==> config.mk <==
export PLATFORM = sky130hd
export DESIGN_NAME = pwr_island_seq
export DESIGN_NICKNAME = d
export VERILOG_FILES = /design/src/rtl/pwr_island_seq.sv
export SDC_FILE = /design/constraint.sdc
export NUM_CORES = 1
export LEC_CHECK = 0
export BUFFER_PORTS_ARGS = -buffer_cell sky130_fd_sc_hd__buf_4
export CAP_MARGIN = 5
export CORE_MARGIN = 1.5
export CORE_UTILIZATION = 45
export CTS_CLUSTER_DIAMETER = 60
export DETAILED_ROUTE_END_ITERATION = 12
export PLACE_DENSITY_LB_ADDON = 0.1
export REMOVE_ABC_BUFFERS = 1
export SYNTH_ARGS = -nofsm -noshare
export SYNTH_HDL_FRONTEND = slang
export SYNTH_SLANG_ARGS = --single-unit
==> constraint.sdc <==
create_clock -name clk -period 5.4 [get_ports clk]
set_input_delay 0.27 -clock clk [delete_from_list [all_inputs] [get_ports clk]]
set_output_delay 0.27 -clock clk [all_outputs]
set_load 0.02 [all_outputs]
==> src/rtl/pwr_island_seq.sv <==
module pwr_island_seq #(
  parameter int unsigned CLK_HZ     = 250_000_000,
  parameter int unsigned PG_WAIT_NS = 3000,
  parameter int unsigned MR_WAIT_NS = 1000,
  parameter logic [7:0]  KEY        = 8'h5A
) (
  input  logic        clk,
  input  logic        rst_n,
  input  logic        wr_en,
  input  logic [31:0] wr_data,
  output logic [31:0] rd_data,
  input  logic        pgood_i,
  input  logic        rdone_i,
  output logic        pwr_req_o,
  output logic [1:0]  inrush_o,
  output logic        iso_elec_rel_o,
  output logic        iso_func_rel_o,
  output logic        repair_req_o,
  output logic        busy_o,
  output logic        done_o,
  output logic        err_o
);
  localparam int unsigned MHZ    = CLK_HZ / 1_000_000;
  localparam int unsigned PG_CYC = MHZ * PG_WAIT_NS / 1000;
  localparam int unsigned MR_CYC = MHZ * MR_WAIT_NS / 1000;
  localparam int unsigned MAXC   = (PG_CYC > MR_CYC) ? PG_CYC : MR_CYC;
  localparam int unsigned CW     = $clog2(MAXC + 1);
  localparam logic [CW-1:0] PG_LAST = CW'(PG_CYC - 1);
  localparam logic [CW-1:0] MR_LAST = CW'(MR_CYC - 1);

  typedef enum logic [3:0] {
    S_IDLE, S_RAMP, S_REPREQ, S_REPWAIT, S_UNISO, S_UNPWR, S_OFFF, S_OFFE, S_OFFP
  } st_t;

  st_t st;
  logic [CW-1:0] cnt;
  logic [1:0] pg_ff, md_ff;
  logic pwr_q, isoe_q, isof_q, rep_q, done_q, err_q;
  logic [1:0] inr_q;

  wire key_ok = wr_en && (wr_data[31:24] == KEY);
  wire pg_s = pg_ff[1];
  wire md_s = md_ff[1];

  always_ff @(posedge clk or negedge rst_n)
    if (!rst_n) begin
      pg_ff <= '0;
      md_ff <= '0;
    end else begin
      pg_ff <= {pg_ff[0], pgood_i};
      md_ff <= {md_ff[0], rdone_i};
    end

  always_ff @(posedge clk or negedge rst_n)
    if (!rst_n) begin
      st <= S_IDLE; cnt <= '0; inr_q <= '0;
      pwr_q <= 1'b0; isoe_q <= 1'b0; isof_q <= 1'b0; rep_q <= 1'b0;
      done_q <= 1'b0; err_q <= 1'b0;
    end else begin
      if (key_ok && wr_data[11]) err_q <= 1'b0;
      case (st)
        S_IDLE:
          if (key_ok) begin
            if (wr_data[8]) begin
              if (pwr_q) done_q <= 1'b1;
              else begin
                done_q <= 1'b0; pwr_q <= 1'b1; inr_q <= 2'd0; cnt <= '0; st <= S_RAMP;
              end
            end else if (wr_data[9]) begin
              done_q <= 1'b0; st <= S_OFFF;
            end
          end
        S_RAMP:
          if (pg_s) begin
            isoe_q <= 1'b1; st <= S_REPREQ;
          end else if (cnt == PG_LAST) begin
            cnt <= '0;
            if (inr_q == 2'd3) st <= S_UNPWR;
            else inr_q <= inr_q + 2'd1;
          end else cnt <= cnt + 1'b1;
        S_REPREQ: begin
          rep_q <= 1'b1; cnt <= '0; st <= S_REPWAIT;
        end
        S_REPWAIT:
          if (md_s) begin
            isof_q <= 1'b1; done_q <= 1'b1; st <= S_IDLE;
          end else if (cnt == MR_LAST) st <= S_UNISO;
          else cnt <= cnt + 1'b1;
        S_UNISO: begin
          isoe_q <= 1'b0; rep_q <= 1'b0; st <= S_UNPWR;
        end
        S_UNPWR: begin
          pwr_q <= 1'b0; inr_q <= 2'd0; err_q <= 1'b1; st <= S_IDLE;
        end
        S_OFFF: begin isof_q <= 1'b0; st <= S_OFFE; end
        S_OFFE: begin isoe_q <= 1'b0; st <= S_OFFP; end
        S_OFFP: begin
          pwr_q <= 1'b0; rep_q <= 1'b0; done_q <= 1'b1; st <= S_IDLE;
        end
        default: st <= S_IDLE;
      endcase
    end

  assign busy_o         = (st != S_IDLE);
  assign pwr_req_o      = pwr_q;
  assign inrush_o       = inr_q;
  assign iso_elec_rel_o = isoe_q;
  assign iso_func_rel_o = isof_q;
  assign repair_req_o   = rep_q;
  assign done_o         = done_q;
  assign err_o          = err_q;
  assign rd_data = {17'd0, inr_q, done_q, err_q, busy_o, 4'd0,
                    isof_q, md_s, rep_q, isoe_q, pg_s, pwr_q};

  assert_badkey_ignored_R1: assert property (@(posedge clk) disable iff (!rst_n)
    (st == S_IDLE && wr_en && wr_data[31:24] != KEY) |=> (st == S_IDLE && $stable(pwr_q)));

  assert_inrush_step_R3: assert property (@(posedge clk) disable iff (!rst_n)
    !$stable(inr_q) |-> (inr_q == $past(inr_q) + 2'd1 || inr_q == 2'd0));

  assert_err_without_power_R4: assert property (@(posedge clk) disable iff (!rst_n)
    $rose(err_q) |-> (!pwr_q && inr_q == 2'd0 && !done_q));

  assert_func_needs_elec_R5: assert property (@(posedge clk) disable iff (!rst_n)
    isof_q |-> (isoe_q && pwr_q && rep_q));

  assert_repair_needs_elec_R6: assert property (@(posedge clk) disable iff (!rst_n)
    rep_q |-> (isoe_q || st == S_OFFP));

  assert_switch_opens_last_R8: assert property (@(posedge clk) disable iff (!rst_n)
    $fell(pwr_q) |-> (!isoe_q && !isof_q));
endmodule

==> flow_metrics.tcl, run 1 <==
set metrics [dict create \
    synthArstFlopShare_pct 100 \
    stdcell_count 274 \
    pin_count 78 \
    clkPwrFrac_pct 15.5 \
    worst-r2r-setup-slack_ps 3040 \
    critPathCaptureType "flip-flop" \
    drt-total-wl_um 3790 \
    mappedNetlistArea_sq_mm 0.00182 \
    synth_edf_count 0 \
    final_nets 267 \
    clock_path_buffers 2 \
    arrival_ps 2510 \
    cp_slowest_cell "dfrtp_1" \
    power_density_mw_per_mm2 416 \
    p_sw_uw 377 \
    start_util_pct 48.2 \
    grt_usage_pct 19.2 \
    ys_seq_elements 26 \
    drv_cap 0 \
    avgSynthCellArea_sq_um 8.86 \
    antennaDiodeCount 0 \
    clock_skew_ps 1.47 \
    final_hold_viol_count 0 \
    insertion_delay_ps 270 \
    synth-simple-area-share_pct 24.9 \
    worstMarginPinSlew_ps 564 \
    grt_antenna_before_repair 0 \
    path_clk_slew_ps 90 \
    place_congestion 0.838 \
    cpPeakStageDelay_ps 550 \
    routedWlPerCell_um 13.8 \
    worstRegToRegCells 6 \
    seq_power_share_pct 36.1 \
    min_period_ps 2360 \
    die_area_sq_mm 0.00443 \
    cts_root_buf "clkbuf_8" \
    ys.flop_type "dfrtp_1" \
    cts_made_buffers 3 \
    worstSetupEndpoint "cnt[9]" \
    cp_num_buf_inv 1 \
    avgViaCountPerCell 5.49 \
    vias 1503 \
    hold_class "in -> reg" \
    fin_tns_setup_ps 0 \
    cts-resized-gates 0 \
    path_max_fanout 14 \
    synthMuxAreaShare_pct 1.24 \
    drive_gt1_share_pct 24.8 \
    synth-xor-area-share_pct 0 \
    ys_seq_area_share_pct 35.8 \
    rows 22 \
    post_cts_buffers 0 \
    status "complete, no violations" \
    synth_top_cell_area_share_pct 35.8 \
    drt.antenna.violating_nets 0 \
    setup_viol 0 \
    coreArea_sq_mm 0.00377 \
    crit_path_start "st[2]" \
    rsz0062_at_grt "false" \
    slew_headroom_pct 62.4 \
    first_pass_iters 4 \
    grt_max_degree 27 \
    critPathTopFamily "simple AND/OR/NAND/NOR gates" \
    cts_tree "yes" \
    finalMaxSlewViolations 0 \
    timing.fmax_mhz 424 \
    worstSetupStartpointType "flip-flop" \
    post-place-cells 269 \
    path_cells "or2_4 -> nor3_4 -> inv_2 -> o211ai_2 -> nand2b_1 -> o21ai_1" \
    syn_inst 205 \
    r2r_end "cnt[9]" \
    ctsHoldBuffers 1 \
    crit_type "reg -> reg" \
    internal_power_uw 452 \
    power.total_uw 829 \
    synthAdderAreaFrac_pct 2.07 \
    cts_sinks 26 \
    synth_top_family_by_area "simple AND/OR/NAND/NOR gates" \
    p_leak_uw 0.000916 \
    mostFrequentLayoutCell "buf_4" \
    synth_area_leader_cell "dfrtp_1" \
    synth.distinct_cells 49 \
    io_buffers 35 \
    worstPathRequired_ps 5550 \
    yosys_warnings 0 \
    p_comb_share_pct 48.4 \
    synth_area_leaders "dfrtp_1, buf_4, o21ai_0" \
    first_global_vias 1364 \
    grt_pass1_wl_um 6540 \
    overflow 0 \
    min_period_over_period_pct 43.7 \
    chipWidth_um 66.5 \
    synthToLayoutAreaGrowth_pct 9.71 \
    final_cell_mix "buf_4, dfrtp_1, conb_1, nand2_1, o21ai_0" \
    drc_errors 0 \
    die_h_um 66.5 \
    reg2reg_from "st[2]" \
    netSwitchingFraction_pct 45.4 \
    dp_hpwl_um 2760 \
    path_depth 6 \
    htreeDepth 1 \
    synth-compound-area-share_pct 18.2 \
    vdd_drop_max_v 0.000143 \
    hold_slack_ps 95.3 \
    drt_iter0_drc 52 \
]
[power groups by stage]
stage | sequential, uW | clock (uW) | combinational, uW
floorplan | 314 | 0 | 252
detailed placement | 301 | 0 | 398
global placement | 299 | 0 | 392
finish | 299 | 128 | 401
global route | 307 | 140 | 445
CTS | 297 | 132 | 400
[cells in the mapped netlist (2+ instances only)]
library cell and instances:
nand2b_1 6, buf_6 2, nand4b_1 2, nor3b_1 3
or2_2 2, nand2_1 15, nand4_1 4, a21oi_1 7
and4b_1 2, o21ai_0 15, nor4bb_1 2, buf_2 4
o31ai_2 3, mux2_2 2, nor3_1 7, ha_1 3
a31oi_1 4, nand3_1 9, and3_1 3, inv_2 2
a22o_1 2, buf_4 32, dfrtp_1 26, o22ai_1 3
inv_1 7, o21ai_1 3, nor2_1 13
[how the worst min path moves through the flow]
| stage | from | end | depth (start not counted) |
|---|---|---|---|
| 2_1_floorplan | rst_n | cnt[0] | 0 |
| 3_3_place_gp | rst_n | cnt[5] | 1 |
| 3_5_place_dp | rst_n | cnt[5] | 1 |
| 4_1_cts | rdone_i | md_ff[0] | 1 |
| 5_1_grt | rdone_i | md_ff[0] | 1 |
| 6_report | pgood_i | pg_ff[0] | 1 |
[flip-flops by register name, summed over array words and instances, names as in the netlist]
signal          count
repair_req_o        1
pg_ff               2
iso_func_rel_o      1
cnt                10
done_o              1
md_ff               2
iso_elec_rel_o      1
inrush_o            2
st                  4
err_o               1
pwr_req_o           1
[routing by layer]
metal,global-route usage [%],share of wire (%)
met5,0,0
met1,28.0,48
met4,6.38,1.1
met2,29.0,44
met3,2.87,6.1
[worst register-to-register path, cell delays in order, from the launching register on]
cell and delay, ps:
dfrtp_1 550, or2_4 360, nor3_4 170, inv_2 110, o211ai_2 430, nand2b_1 470
o21ai_1 140
[cells by family after synthesis]
family                     after synthesis
and+or+nand+nor                         77
other                                    1
DFF                                     26
adders and majority gates                3
buffers and inverters                   48
AOI/OAI and AO/OA                       48
muxes                                    2
[metrics by stage]
step | utilization [%] | area (sq um) | setup WS, ps
floorplan | - | 1610 | 3380
global placement | 51.1 | 1930 | 3130
detailed placement | 51.1 | 1930 | 3060
CTS | 52.9 | 1990 | 3050
global route | 52.9 | 1990 | 2880
finish | 52.9 | 1990 | 3040
[final cells by class]
cell class	count	area (sq um)
Tap cell	48	60.1
Fill cell	349	1780
Sequential cell	26	651
Timing Repair Buffer	36	273
Inverter	9	33.8
Clock buffer	4	55.1
Multi-Input combinational cell	151	921
(Power assumes the default switching activity.)
==> inputs of run 2 (changes only) <==
--- a/config.mk
+++ b/config.mk
@@ -5,10 +5,11 @@
 export SDC_FILE = /design/constraint.sdc
 export NUM_CORES = 1
 export LEC_CHECK = 0
+export ABC_AREA = 1
 export BUFFER_PORTS_ARGS = -buffer_cell sky130_fd_sc_hd__buf_4
 export CAP_MARGIN = 5
 export CORE_MARGIN = 1.5
-export CORE_UTILIZATION = 45
+export CORE_UTILIZATION = 44
 export CTS_CLUSTER_DIAMETER = 60
 export DETAILED_ROUTE_END_ITERATION = 12
 export PLACE_DENSITY_LB_ADDON = 0.1
==> constraint.sdc (replaced) <==
create_clock -name clk -period 2.05 [get_ports clk]
set_input_delay 0.1025 -clock clk [delete_from_list [all_inputs] [get_ports clk]]
set_output_delay 0.1025 -clock clk [all_outputs]
set_load 0.02 [all_outputs]
==> run 2 against run 1 <==
Compared with the run above: register-to-register slack got worse by 2700 ps; global-route usage decreased by 0.94 points; first-iteration DRC count increased by 130%; core utilization decreased by 1.3 points; final area increased by 13%; area after synthesis increased by 9.4%; sequential share of layout area decreased by 3.7 points; maximum frequency increased by 38%; critical path type unchanged; total power increased to 3.1 times the previous value; worst setup slack got worse by 2700 ps; wire length increased by 9.6%; non-clock buffer count increased by 4.
==> flow_metrics.tcl, run 2 <==
set metrics [dict create \
    p_leak_uw 0.00120 \
    first_pass_iters 4 \
    io_buffers 35 \
    arrival_ps 1890 \
    clock_skew_ps 7.69 \
    setup_viol 0 \
    finalMaxSlewViolations 0 \
    cts_root_buf "clkbuf_8" \
    first_global_vias 1522 \
    crit_top_cell "nand2_1" \
    pin_count 78 \
    ys_seq_area_share_pct 32.7 \
    clock_path_buffers 2 \
    die_area_sq_mm 0.00493 \
    num-fill-cells 430 \
    ys_seq_elements 26 \
    drt_iter0_drc 122 \
    drt-total-wl_um 4160 \
    synth_common_cells "nand2_1, buf_4, dfrtp_1, inv_1" \
    synth_area_leader_cell "dfrtp_1" \
    crit_type "reg -> reg" \
    cts_sinks 26 \
    cts_made_buffers 3 \
    place_congestion 0.828 \
    final_hold_viol_count 0 \
    rsz0062_at_grt "false" \
    mappedNetlistArea_sq_mm 0.00199 \
    syn_inst 273 \
    timing.fmax_mhz 584 \
    mostFrequentLayoutCell "nand2_1" \
    worstSetupStartpointType "flip-flop" \
    drt.antenna.violating_nets 0 \
    routedWlPerCell_um 11.7 \
    synth_top_cell_area_share_pct 32.7 \
    synthToLayoutAreaGrowth_pct 13.0 \
    path_clk_slew_ps 100 \
    regMostFlops "cnt" \
    overflow 0 \
    cts-resized-gates 0 \
    cts_tree "yes" \
    insertion_delay_ps 280 \
    final_nets 345 \
    largest_reg_flops 10 \
    drv_cap 0 \
    yosysMostFrequentCell "nand2_1" \
    fin_tns_setup_ps 0 \
    chipWidth_um 70.2 \
    yosys_warnings 0 \
    drc_errors 0 \
    vias 1705 \
    grt_usage_pct 18.3 \
    synthArstFlopShare_pct 100 \
    drive_gt1_share_pct 26.6 \
    min_period_over_period_pct 83.5 \
    grt_max_degree 27 \
    top_regs "cnt: 10 flops, st: 4 flops" \
    antennaDiodeCount 0 \
    min_period_ps 1710 \
    power_density_mw_per_mm2 1160 \
    ys.flop_type "dfrtp_1" \
    grt_antenna_before_repair 0 \
    final_core_util_pct 51.6 \
    grt_pass1_wl_um 7200 \
    final_cell_mix "nand2_1, buf_4, inv_1, dfrtp_1" \
    rows 24 \
    coreArea_sq_mm 0.00435 \
    avgViaCountPerCell 4.79 \
    critPathCaptureType "flip-flop" \
    die_h_um 70.2 \
    htreeDepth 1 \
    path_max_fanout 12 \
    start_util_pct 45.6 \
    synth_area_leaders "dfrtp_1, nand2_1, buf_4" \
    path_cells "nor2_1 -> inv_2 -> nor2_2 -> nand2_1 -> nand2_1 -> inv_2 -> nand2_4 -> inv_2 -> nand2_1 -> nand2_1" \
    synth_edf_count 0 \
    status "complete, no violations" \
    dp_hpwl_um 3140 \
    worstPathRequired_ps 2230 \
    cpPeakStageDelay_ps 460 \
    avgSynthCellArea_sq_um 7.28 \
    synth.distinct_cells 31 \
    cp_slowest_cell "dfrtp_1" \
    hold_class "in -> reg" \
    vdd_drop_max_v 0.000687 \
]
-- run 2: area by class of cell --
class	count	area [sq um]	share of cell area [%]
Clock buffer	3	41.3	1.84
Clock inverter	1	30.0	1.34
Inverter	33	129	5.74
Multi-Input combinational cell	201	1020	45.5
Sequential cell	26	651	29.0
Tap cell	52	65.1	2.90
Timing Repair Buffer	40	308	13.7
-- run 2: logic make-up after synthesis --
group	count (synthesis)	share of synthesized area, %
AND/OR/NAND/NOR	151	37.5
buffers and inverters	66	19.6
flip-flops	26	32.7
AO/OA/AOI/OAI	23	6.74
XOR/XNOR	3	1.32
adder cells (fa/ha/maj)	3	1.89
other	1	0.189
-- run 2: final timing paths --
| check | slack (ps) | to | cells after the start | start |
|---|---|---|---|---|
| worst min-delay path | 120 | err_o | 4 | wr_data[11] |
| worst max-delay path | 340 | cnt[9] | 10 | st[0] |
| worst max register to register | 340 | cnt[9] | 10 | st[0] |
| max in group asynchronous | 1530 | cnt[2] | 2 | rst_n |
| worst min register to register | 360 | md_ff[1] | 0 | md_ff[0] |
| min in group asynchronous | 270 | done_o | 2 | rst_n |
-- run 2: timing repair --
item                                    in CTS  in global routing
buffers inserted                             0                  0
hold endpoints to repair                    28                  0
hold buffers                                 3                  0
endpoints found under the setup margin       0                  0
-- run 2: per-stage QoR --
stage	instances	worst slack, ps	power (uW)	hold WS [ps]	cell area (sq um)
2_1_floorplan	260	544	1690	-193	1800
3_3_place_gp	349	365	2160	38.0	2140
3_5_place_dp	349	347	2170	41.1	2140
4_1_cts	356	323	2620	122	2250
5_1_grt	356	164	2790	151	2250
6_report	356	338	2600	117	2250
-- run 2: layer usage --
metal	track usage [%]	wire [um]	up-vias
met5	0	0	-
met4	5.13	51	0
met3	2.74	319	5
met2	27.5	1740	76
met1	27.2	2050	752
li1	-	-	872
-- run 2: report_power, final --
| part | leakage [uW] | internal [uW] | switching (uW) |
|---|---|---|---|
| Sequential | 0.000336 | 617 | 98.4 |
| Combinational | 0.000827 | 499 | 944 |
| Clock | 0.0000357 | 262 | 183 |
-- run 2: critical path, delay by kind of cell, from the launching register on --
kind	cells	cell delay, ps
buffers and inverters	3	250
DFF	1	460
and+or+nand+nor	7	890
